<file path="src/rtl/bank_dec_pkg.sv">
package bank_dec_pkg;
  parameter int NUM_RGN      = 5;
  parameter int IO_EN_BIT    = 6;
  parameter int ALL_BANK_BIT = 4;
  parameter logic [7:0] SHD_MASK = 8'h5F;
  parameter logic [7:0] SPD_MASK = 8'h10;
  parameter logic [7:0] SHD_RST  = 8'h40;
  parameter logic [7:0] SPD_RST  = 8'h00;
  parameter logic [7:0] SLOW_EVEN = 8'hE0;

  typedef logic [7:0]  bank_t;
  typedef logic [15:0] off_t;

  typedef struct packed {
    off_t lo;
    off_t hi;
  } rgn_t;

  function automatic rgn_t rgn_of(int idx);
    rgn_t r;
    case (idx)
      0:       r = '{lo: 16'h0400, hi: 16'h07FF};
      1:       r = '{lo: 16'h2000, hi: 16'h3FFF};
      2:       r = '{lo: 16'h4000, hi: 16'h5FFF};
      3:       r = '{lo: 16'h2000, hi: 16'h9FFF};
      default: r = '{lo: 16'h0800, hi: 16'h0BFF};
    endcase
    return r;
  endfunction
endpackage

</file>
<file path="src/rtl/bank_ctl_regs.sv">
module bank_ctl_regs
  import bank_dec_pkg::*;
#(
  parameter int DW = 8
) (
  input  logic          clk_i,
  input  logic          rst_ni,
  input  logic          wr_i,
  input  logic          sel_i,
  input  logic [DW-1:0] wdata_i,
  output logic [DW-1:0] shd_o,
  output logic [DW-1:0] spd_o,
  output logic [DW-1:0] rdata_o
);
  logic [DW-1:0] shd_q, spd_q;

  always_ff @(posedge clk_i or negedge rst_ni) begin
    if (!rst_ni) begin
      shd_q <= DW'(SHD_RST);
      spd_q <= DW'(SPD_RST);
    end else if (wr_i) begin
      if (sel_i) spd_q <= wdata_i & DW'(SPD_MASK);
      else       shd_q <= wdata_i & DW'(SHD_MASK);
    end
  end

  assign shd_o   = shd_q;
  assign spd_o   = spd_q;
  assign rdata_o = sel_i ? spd_q : shd_q;
endmodule

</file>
<file path="src/rtl/bank_addr_decode.sv">
module bank_addr_decode
  import bank_dec_pkg::*;
(
  input  logic  valid_i,
  input  bank_t bank_i,
  input  off_t  off_i,
  input  logic  io_en_i,
  output logic  io_sel_o,
  output logic  uc_sel_o,
  output logic  uc_dx_o,
  output logic  ram_sel_o
);
  logic slow_sys, fast_sys, sys_bank, in_io, in_uc;

  always_comb begin
    slow_sys  = (bank_i[7:1] == 7'h70);
    fast_sys  = (bank_i[7:1] == 7'h00) && io_en_i;
    sys_bank  = slow_sys || fast_sys;
    in_io     = (off_i[15:12] == 4'hC);
    in_uc     = (off_i[15:12] >= 4'hD);
    io_sel_o  = valid_i && sys_bank && in_io;
    uc_sel_o  = valid_i && sys_bank && in_uc;
    uc_dx_o   = uc_sel_o && (off_i[15:12] == 4'hD);
    ram_sel_o = valid_i && !(sys_bank && (in_io || in_uc));
  end
endmodule

</file>
<file path="src/rtl/bank_shadow_gen.sv">
module bank_shadow_gen
  import bank_dec_pkg::*;
#(
  parameter int NR = NUM_RGN
) (
  input  logic          valid_i,
  input  logic          we_i,
  input  logic          ram_sel_i,
  input  bank_t         bank_i,
  input  off_t          off_i,
  input  logic [NR-1:0] inhibit_i,
  input  logic          all_banks_i,
  output logic          shadow_we_o,
  output bank_t         shadow_bank_o
);
  logic [NR-1:0] hit;
  logic eligible;

  for (genvar g = 0; g < NR; g++) begin : g_rgn
    localparam rgn_t R = rgn_of(g);
    assign hit[g] = !inhibit_i[g] && (off_i >= R.lo) && (off_i <= R.hi);
  end

  always_comb begin
    eligible      = (bank_i[7:1] == 7'h00) || (all_banks_i && !bank_i[7]);
    shadow_we_o   = valid_i && we_i && ram_sel_i && eligible && (|hit);
    shadow_bank_o = shadow_we_o ? (SLOW_EVEN | bank_t'(bank_i[0])) : '0;
  end
endmodule

</file>
<file path="src/rtl/bank_shadow_dec.sv">
module bank_shadow_dec
  import bank_dec_pkg::*;
(
  input  logic        clk_i,
  input  logic        rst_ni,
  input  logic        valid_i,
  input  logic        we_i,
  input  logic [23:0] addr_i,
  input  logic        reg_wr_i,
  input  logic        reg_sel_i,
  input  logic [7:0]  reg_wdata_i,
  output logic [7:0]  reg_rdata_o,
  output logic        io_sel_o,
  output logic        uc_sel_o,
  output logic        uc_dx_o,
  output logic        ram_sel_o,
  output logic        shadow_we_o,
  output logic [7:0]  shadow_bank_o
);
  logic [7:0] shd, spd;
  bank_t bank;
  off_t  off;

  assign bank = addr_i[23:16];
  assign off  = addr_i[15:0];

  bank_ctl_regs #(.DW(8)) u_regs (
    .clk_i   (clk_i),
    .rst_ni  (rst_ni),
    .wr_i    (reg_wr_i),
    .sel_i   (reg_sel_i),
    .wdata_i (reg_wdata_i),
    .shd_o   (shd),
    .spd_o   (spd),
    .rdata_o (reg_rdata_o)
  );

  bank_addr_decode u_dec (
    .valid_i   (valid_i),
    .bank_i    (bank),
    .off_i     (off),
    .io_en_i   (shd[IO_EN_BIT]),
    .io_sel_o  (io_sel_o),
    .uc_sel_o  (uc_sel_o),
    .uc_dx_o   (uc_dx_o),
    .ram_sel_o (ram_sel_o)
  );

  bank_shadow_gen #(.NR(NUM_RGN)) u_shd (
    .valid_i       (valid_i),
    .we_i          (we_i),
    .ram_sel_i     (ram_sel_o),
    .bank_i        (bank),
    .off_i         (off),
    .inhibit_i     (shd[NUM_RGN-1:0]),
    .all_banks_i   (spd[ALL_BANK_BIT]),
    .shadow_we_o   (shadow_we_o),
    .shadow_bank_o (shadow_bank_o)
  );
endmodule

</file>
<file path="config.mk">
export PLATFORM = sky130hd
export DESIGN_NAME = bank_shadow_dec
export DESIGN_NICKNAME = d
export VERILOG_FILES = /design/src/rtl/bank_dec_pkg.sv /design/src/rtl/bank_ctl_regs.sv /design/src/rtl/bank_addr_decode.sv /design/src/rtl/bank_shadow_gen.sv /design/src/rtl/bank_shadow_dec.sv
export SDC_FILE = /design/constraint.sdc
export NUM_CORES = 1
export LEC_CHECK = 0
export BUFFER_PORTS_ARGS = -buffer_cell sky130_fd_sc_hd__buf_2
export CORE_MARGIN = 10
export CORE_UTILIZATION = 42
export CTS_BUF_LIST = sky130_fd_sc_hd__clkbuf_4
export DETAILED_ROUTE_END_ITERATION = 16
export PLACE_DENSITY = 0.95
export SYNTH_ARGS = -nofsm -noshare
export SYNTH_HDL_FRONTEND = slang
export SYNTH_HIERARCHICAL = 1
export SYNTH_SLANG_ARGS = --single-unit
</file>
<file path="constraint.sdc">
create_clock -name clk_i -period 4.2 [get_ports clk_i]
set_input_delay 0 -clock clk_i [delete_from_list [all_inputs] [get_ports clk_i]]
set_output_delay 0 -clock clk_i [all_outputs]
set_load 0.005 [all_outputs]
</file>
==> results.py, run 1 <==
metrics = {
    "detailed_routing": {
        "drtPass1Iterations": 3,
        "remaining_drc_errors": 0,
        "wirelength_mm": 1.94,
        "viasPerCell": 5.01,
        "avgRoutedWirePerCell_um": 15.9,
        "antenna_left": 0,
        "vias": 611,
        "drt-initial-drc-count": 4,
    },
    "cts": {
        "cts_max_level": 1,
        "cts_buffers": 3,
        "path_clk_slew_ps": 50,
        "clk_latency_ps": 250,
        "cts_resized": 0,
        "cts.path.max_buffers": 2,
        "cts_root_buffer": "clkbuf_4",
        "cts_sinks": 7,
        "cts_tree": "done",
    },
    "die": {
        "die_area_mm2": 0.00347,
        "chipWidth_um": 58.9,
        "start_util_pct": 46.4,
        "ioPinCount": 59,
        "num_rows": 13,
        "fp.dieH_um": 58.9,
        "coreArea_mm2": 0.00137,
    },
    "timing": {
        "clock.fmax_mhz": 565,
        "skew_ps": 0,
        "post-route-min-period_ps": 1770,
        "hold_viol": 0,
        "finalSetupTns_ps": 0,
        "grt_setup_unrepaired": "false",
        "slew_viol_final": 0,
        "fin_hold_ws_ps": 83.2,
        "fin_crit_sh_pct": 42.1,
        "finalSetupViolations": 0,
    },
    "power": {
        "totalPowerFinal_mw": 0.225,
        "switching_share_pct": 27.1,
        "comb_power_share_pct": 31.1,
        "p_leak_nw": 0.464,
        "clockPowerShare_pct": 29.6,
        "p_int_mw": 0.164,
        "power_density_mw_per_mm2": 253,
        "pwr-share-seq_pct": 39.3,
        "vdd_ir_drop_max_mv": 0.206,
        "p_sw_mw": 0.0609,
    },
    "critical_path": {
        "path_class": "flip-flop to primary output",
        "path_max_fanout": 4,
        "start_kind": "flip-flop",
        "crit_required_ps": 4200,
        "crit_arrival_ps": 1770,
        "cp-end-kind": "primary output",
    },
    "synth": {
        "syn_avg_cell_area_um2": 10.2,
        "synth-warning-count": 6,
        "netlist_instances": 62,
        "synth_area_um2": 634,
    },
    "placement": {
        "portBuffers": 40,
        "place_congestion": 0.723,
        "dp_cells": 111,
        "hpwlAfterDp_mm": 1.57,
        "place_area_um2": 790,
    },
    "cells_and_area": {
        "num-nets-final": 146,
        "final_cells": 122,
        "antennaDiodeCount": 0,
        "drive_gt1_share_pct": 60.7,
        "syn_to_final_growth_pct": 40.2,
        "fin_area_um2": 890,
    },
    "run_status": {
        "run_status": "finished clean",
    },
    "grt": {
        "grt_first_pass_wirelength_mm": 3.14,
        "grt_util_all_layers_pct": 11.8,
        "grt_pass1_vias": 689,
        "overflow": 0,
        "antenna_found_initial": 0,
        "grt_max_degree": 9,
    },
    "flow_run": {
        "max-cap-violations": 0,
    },
    "worst_hold_path": {
        "hp-class": "input port to flip-flop",
    },
}
==> worst paths after layout <==
check | startpoint | end | slack, ps | cells past startpoint
worst max-delay path | u_regs/shd_o[6]$_DFFE_PN1P_ | shadow_we_o | 2430 | 7
worst min-delay path | reg_wr_i | u_regs/spd_o[4]$_DFFE_PN0P_ | 80 | 3
worst max register to register | u_regs/shd_o[3]$_DFFE_PN0P_ | u_regs/shd_o[3]$_DFFE_PN0P_ | 3390 | 1
worst min register to register | u_regs/shd_o[1]$_DFFE_PN0P_ | u_regs/shd_o[1]$_DFFE_PN0P_ | 550 | 1
max in group asynchronous | rst_ni | u_regs/shd_o[6]$_DFFE_PN1P_ | 3830 | 2
min in group asynchronous | rst_ni | u_regs/spd_o[4]$_DFFE_PN0P_ | 140 | 2
==> power groups by stage <==
stage / clock [mW] / sequential, mW / combinational [mW]
3_5_place_dp: 0 / 0.0893 / 0.0639
2_1_floorplan: 0 / 0.0852 / 0.0416
4_1_cts: 0.0687 / 0.0883 / 0.0690
5_1_grt: 0.0713 / 0.0903 / 0.0776
3_3_place_gp: 0 / 0.0879 / 0.0614
6_report: 0.0667 / 0.0884 / 0.0701
==> critical path: stages (launching register included) <==
cell	delay, ps
dfstp_2	540
nor4b_4	230
o211ai_1	120
and2_1	170
nand4b_1	90
nor2_1	60
and2_2	180
buf_2	130
==> cell usage in the layout, fill, tap and decap left out, types with 2 or more instances in the layout <==
master and count:
o21ai_0 2, nor4_1 2, buf_2 40, nand2_1 2
dlygate4sd3_1 7, mux2_4 6, and2b_2 5, dfrtp_1 6
nor3b_1 2, nor3_1 2, conb_1 6, clkbuf_4 4
o211ai_1 2, mux2_2 2, nor2_1 5
==> final cells by class <==
type	count	area, um2
timing repair buffer	47	270
fill	106	477
clock buffer	4	30.0
multi-input combinational	49	394
tap	15	18.8
sequential	7	176
==> sequential cells by signal (all words and copies together), names as in the netlist <==
name	cells
u_regs/shd_o	6
u_regs/spd_o	1
==> per-layer routing <==
layer / up-vias / global-route usage [%] / part of all wire (%)
met2: 38 / 18.8 / 43
met4: 0 / 6.89 / 2.4
li1: 297 / - / -
met5: - / 0 / 0
met1: 271 / 11.3 / 39
met3: 5 / 7.51 / 16
==> what timing repair did <==
| item | CTS | global route |
|---|---|---|
| buffers inserted | 0 | 0 |
| hold buffers | 7 | 0 |
| endpoints found under the hold margin | 14 | 0 |
==> through the flow <==
stage | setup slack, ps | utilization [%]
5_1_grt | 2310 | 65.1
2_1_floorplan | 2730 | -
3_5_place_dp | 2690 | 57.8
4_1_cts | 2410 | 65.1
6_report | 2430 | 65.1
3_3_place_gp | 2720 | 57.8
Note: power is estimated with default switching activity, not from simulation.
==> run 2: changes to the inputs <==
CORE_UTILIZATION = 35   (was 42)
PLACE_DENSITY = 0.85   (was 0.95)
clock period = 1.6 ns   (was 4.2 ns; I/O delays follow)
==> results.py, run 2 (synthesis results as in run 1) <==
metrics = {
    "cts": {
        "clk_latency_ps": 240,
        "path_clk_slew_ps": 50,
        "cts_max_level": 1,
        "cts_sinks": 7,
        "cts_root_buffer": "clkbuf_4",
        "cts_buffers": 3,
        "cts_tree": "done",
        "cts.path.max_buffers": 2,
    },
    "critical_path": {
        "crit_required_ps": 1600,
        "start_kind": "flip-flop",
        "worst-r2r-cell-count": 2,
        "slowest_stage": "dfstp_2",
        "r2r_slack_ps": 780,
        "r2r-start": "u_regs/shd_o[6]$_DFFE_PN1P_",
        "r2r_end": "u_regs/shd_o[6]$_DFFE_PN1P_",
        "cp_cell_sequence": "nor4b_4 -> o211ai_1 -> and2_4 -> nand4b_1 -> nor2_2 -> and2_4 -> buf_6",
        "slowest_delay_ps": 530,
        "crit_arrival_ps": 1680,
        "cp_common_cell": "and2_4",
        "cp-end-kind": "primary output",
        "path_max_fanout": 4,
        "path_class": "flip-flop to primary output",
    },
    "timing": {
        "finalSetupViolations": 6,
        "fin_crit_sh_pct": 105,
        "grt_setup_unrepaired": "true",
        "clock.fmax_mhz": 597,
        "post-route-min-period_ps": 1680,
        "hold_viol": 0,
        "slew_viol_final": 0,
        "finalSetupTns_ps": -405,
        "skew_ps": 0,
        "worst_slack_ps": -76.3,
    },
    "run_status": {
        "run_status": "finished, violations left",
        "violations": "setup timing",
    },
    "grt": {
        "overflow": 0,
        "grt_pass1_vias": 739,
        "grt_util_all_layers_pct": 10.3,
        "antenna_found_initial": 0,
        "grt_max_degree": 9,
        "grt_first_pass_wirelength_mm": 3.42,
    },
    "cells_and_area": {
        "mostFrequentLayoutCells": "buf_2, dlygate4sd3_1, mux2_4, conb_1, dfrtp_1",
        "multi_input_area_um2": 405,
        "syn_to_final_growth_pct": 50.3,
        "drive_gt1_share_pct": 64.2,
        "final_common_cell": "buf_2",
        "nFillCells": 165,
        "antennaDiodeCount": 0,
        "num-nets-final": 148,
        "ff_latch_area_um2": 176,
        "largest_reg_flops": 6,
    },
    "placement": {
        "portBuffers": 40,
        "place_congestion": 0.848,
        "hpwlAfterDp_mm": 1.59,
    },
    "power": {
        "vdd_ir_drop_max_mv": 0.623,
        "switching_share_pct": 26.6,
        "totalPowerFinal_mw": 0.598,
        "pwr-share-seq_pct": 38.2,
        "p_sw_mw": 0.159,
        "clockPowerShare_pct": 29.3,
        "p_int_mw": 0.439,
        "power_density_mw_per_mm2": 627,
        "p_leak_nw": 0.481,
        "comb_power_share_pct": 32.5,
    },
    "detailed_routing": {
        "antenna_left": 0,
        "vias": 600,
        "wirelength_mm": 1.95,
        "remaining_drc_errors": 0,
        "drtPass1Iterations": 4,
        "viasPerCell": 4.48,
        "avgRoutedWirePerCell_um": 14.6,
        "drt-initial-drc-count": 8,
    },
    "die": {
        "start_util_pct": 36.7,
        "chipWidth_um": 62.6,
        "fp.dieH_um": 62.6,
        "num_rows": 15,
        "ioPinCount": 59,
        "coreArea_mm2": 0.00173,
        "die_area_mm2": 0.00392,
    },
    "flow_run": {
        "max-cap-violations": 0,
    },
    "worst_hold_path": {
        "hold-path-endpoint": "u_regs/spd_o[4]$_DFFE_PN0P_",
        "hp-class": "input port to flip-flop",
        "min_from": "reg_wr_i",
        "whs_path_depth": 3,
    },
}
## run 2: changes by cell type in the layout (fill, tap and decap cells not counted)
cell / change
nor3_1: -1
and2_4: +2
buf_2: -4
buf_4: +2
buf_6: +4
and2_2: -1
nor2_2: +1
and2_1: -1
nor2_1: -1
nor3_2: +1
## run 2: worst max-delay path, delay by kind of cell (launching register included)
| kind | cells | cell delay, ps |
|---|---|---|
| DFF | 1 | 530 |
| AOI/OAI and AO/OA | 1 | 120 |
| buffers and inverters | 1 | 110 |
| and+or+nand+nor | 5 | 680 |
## run 2: area by class of cell
cell class | count | area share [%]
repair buffers | 49 | 32.5
well taps | 25 | 3.28
clock buffers | 4 | 3.15
flip-flops and latches | 7 | 18.5
multi-input cells | 49 | 42.5
## run 2: how the worst max path moves through the flow
stage               slack, ps                         from  cells after the start          endpoint
finish                    -80  u_regs/shd_o[6]$_DFFE_PN1P_                      7       shadow_we_o
global route             -150  u_regs/shd_o[6]$_DFFE_PN1P_                      7  shadow_bank_o[0]
CTS                       -70  u_regs/shd_o[6]$_DFFE_PN1P_                      7  shadow_bank_o[7]
detailed placement         80  u_regs/shd_o[6]$_DFFE_PN1P_                      7  shadow_bank_o[7]
global placement          100  u_regs/shd_o[6]$_DFFE_PN1P_                      7       shadow_we_o
floorplan                 130  u_regs/shd_o[6]$_DFFE_PN1P_                      7  shadow_bank_o[5]
## run 2: power groups by stage
stage	Sequential (mW)	Combinational, mW	Clock, mW
2_1_floorplan	0.224	0.109	0
3_3_place_gp	0.229	0.164	0
3_5_place_dp	0.232	0.169	0
4_1_cts	0.229	0.193	0.179
5_1_grt	0.232	0.218	0.197
6_report	0.228	0.195	0.175
## run 2: routing by layer
layer / up-vias / track usage, % / wire (um)
met5: - / 0 / 0
met4: 0 / 0 / 0
met3: 0 / 5.73 / 175
met2: 23 / 19.6 / 1060
met1: 275 / 10.0 / 716
li1: 302 / - / -
## run 2: what timing repair did
action	in CTS	in global routing
setup buffers	2	0
hold endpoints to repair	13	0
hold buffers	7	0
resized for setup	2	6
gates cloned	0	0
setup endpoints to repair	5	8
pin swaps	6	0
## run 2: metrics by stage
step	area, um2	hold WS [ps]	setup slack, ps	cells	utilization [%]
after floorplan	649	-296	128	66	-
after global placement	802	-164	103	121	46.4
after detailed placement	802	-162	77.6	121	46.4
after CTS	921	82.8	-70.9	134	53.3
after global routing	953	81.4	-147	134	55.2
final	953	82.5	-76.3	134	55.2
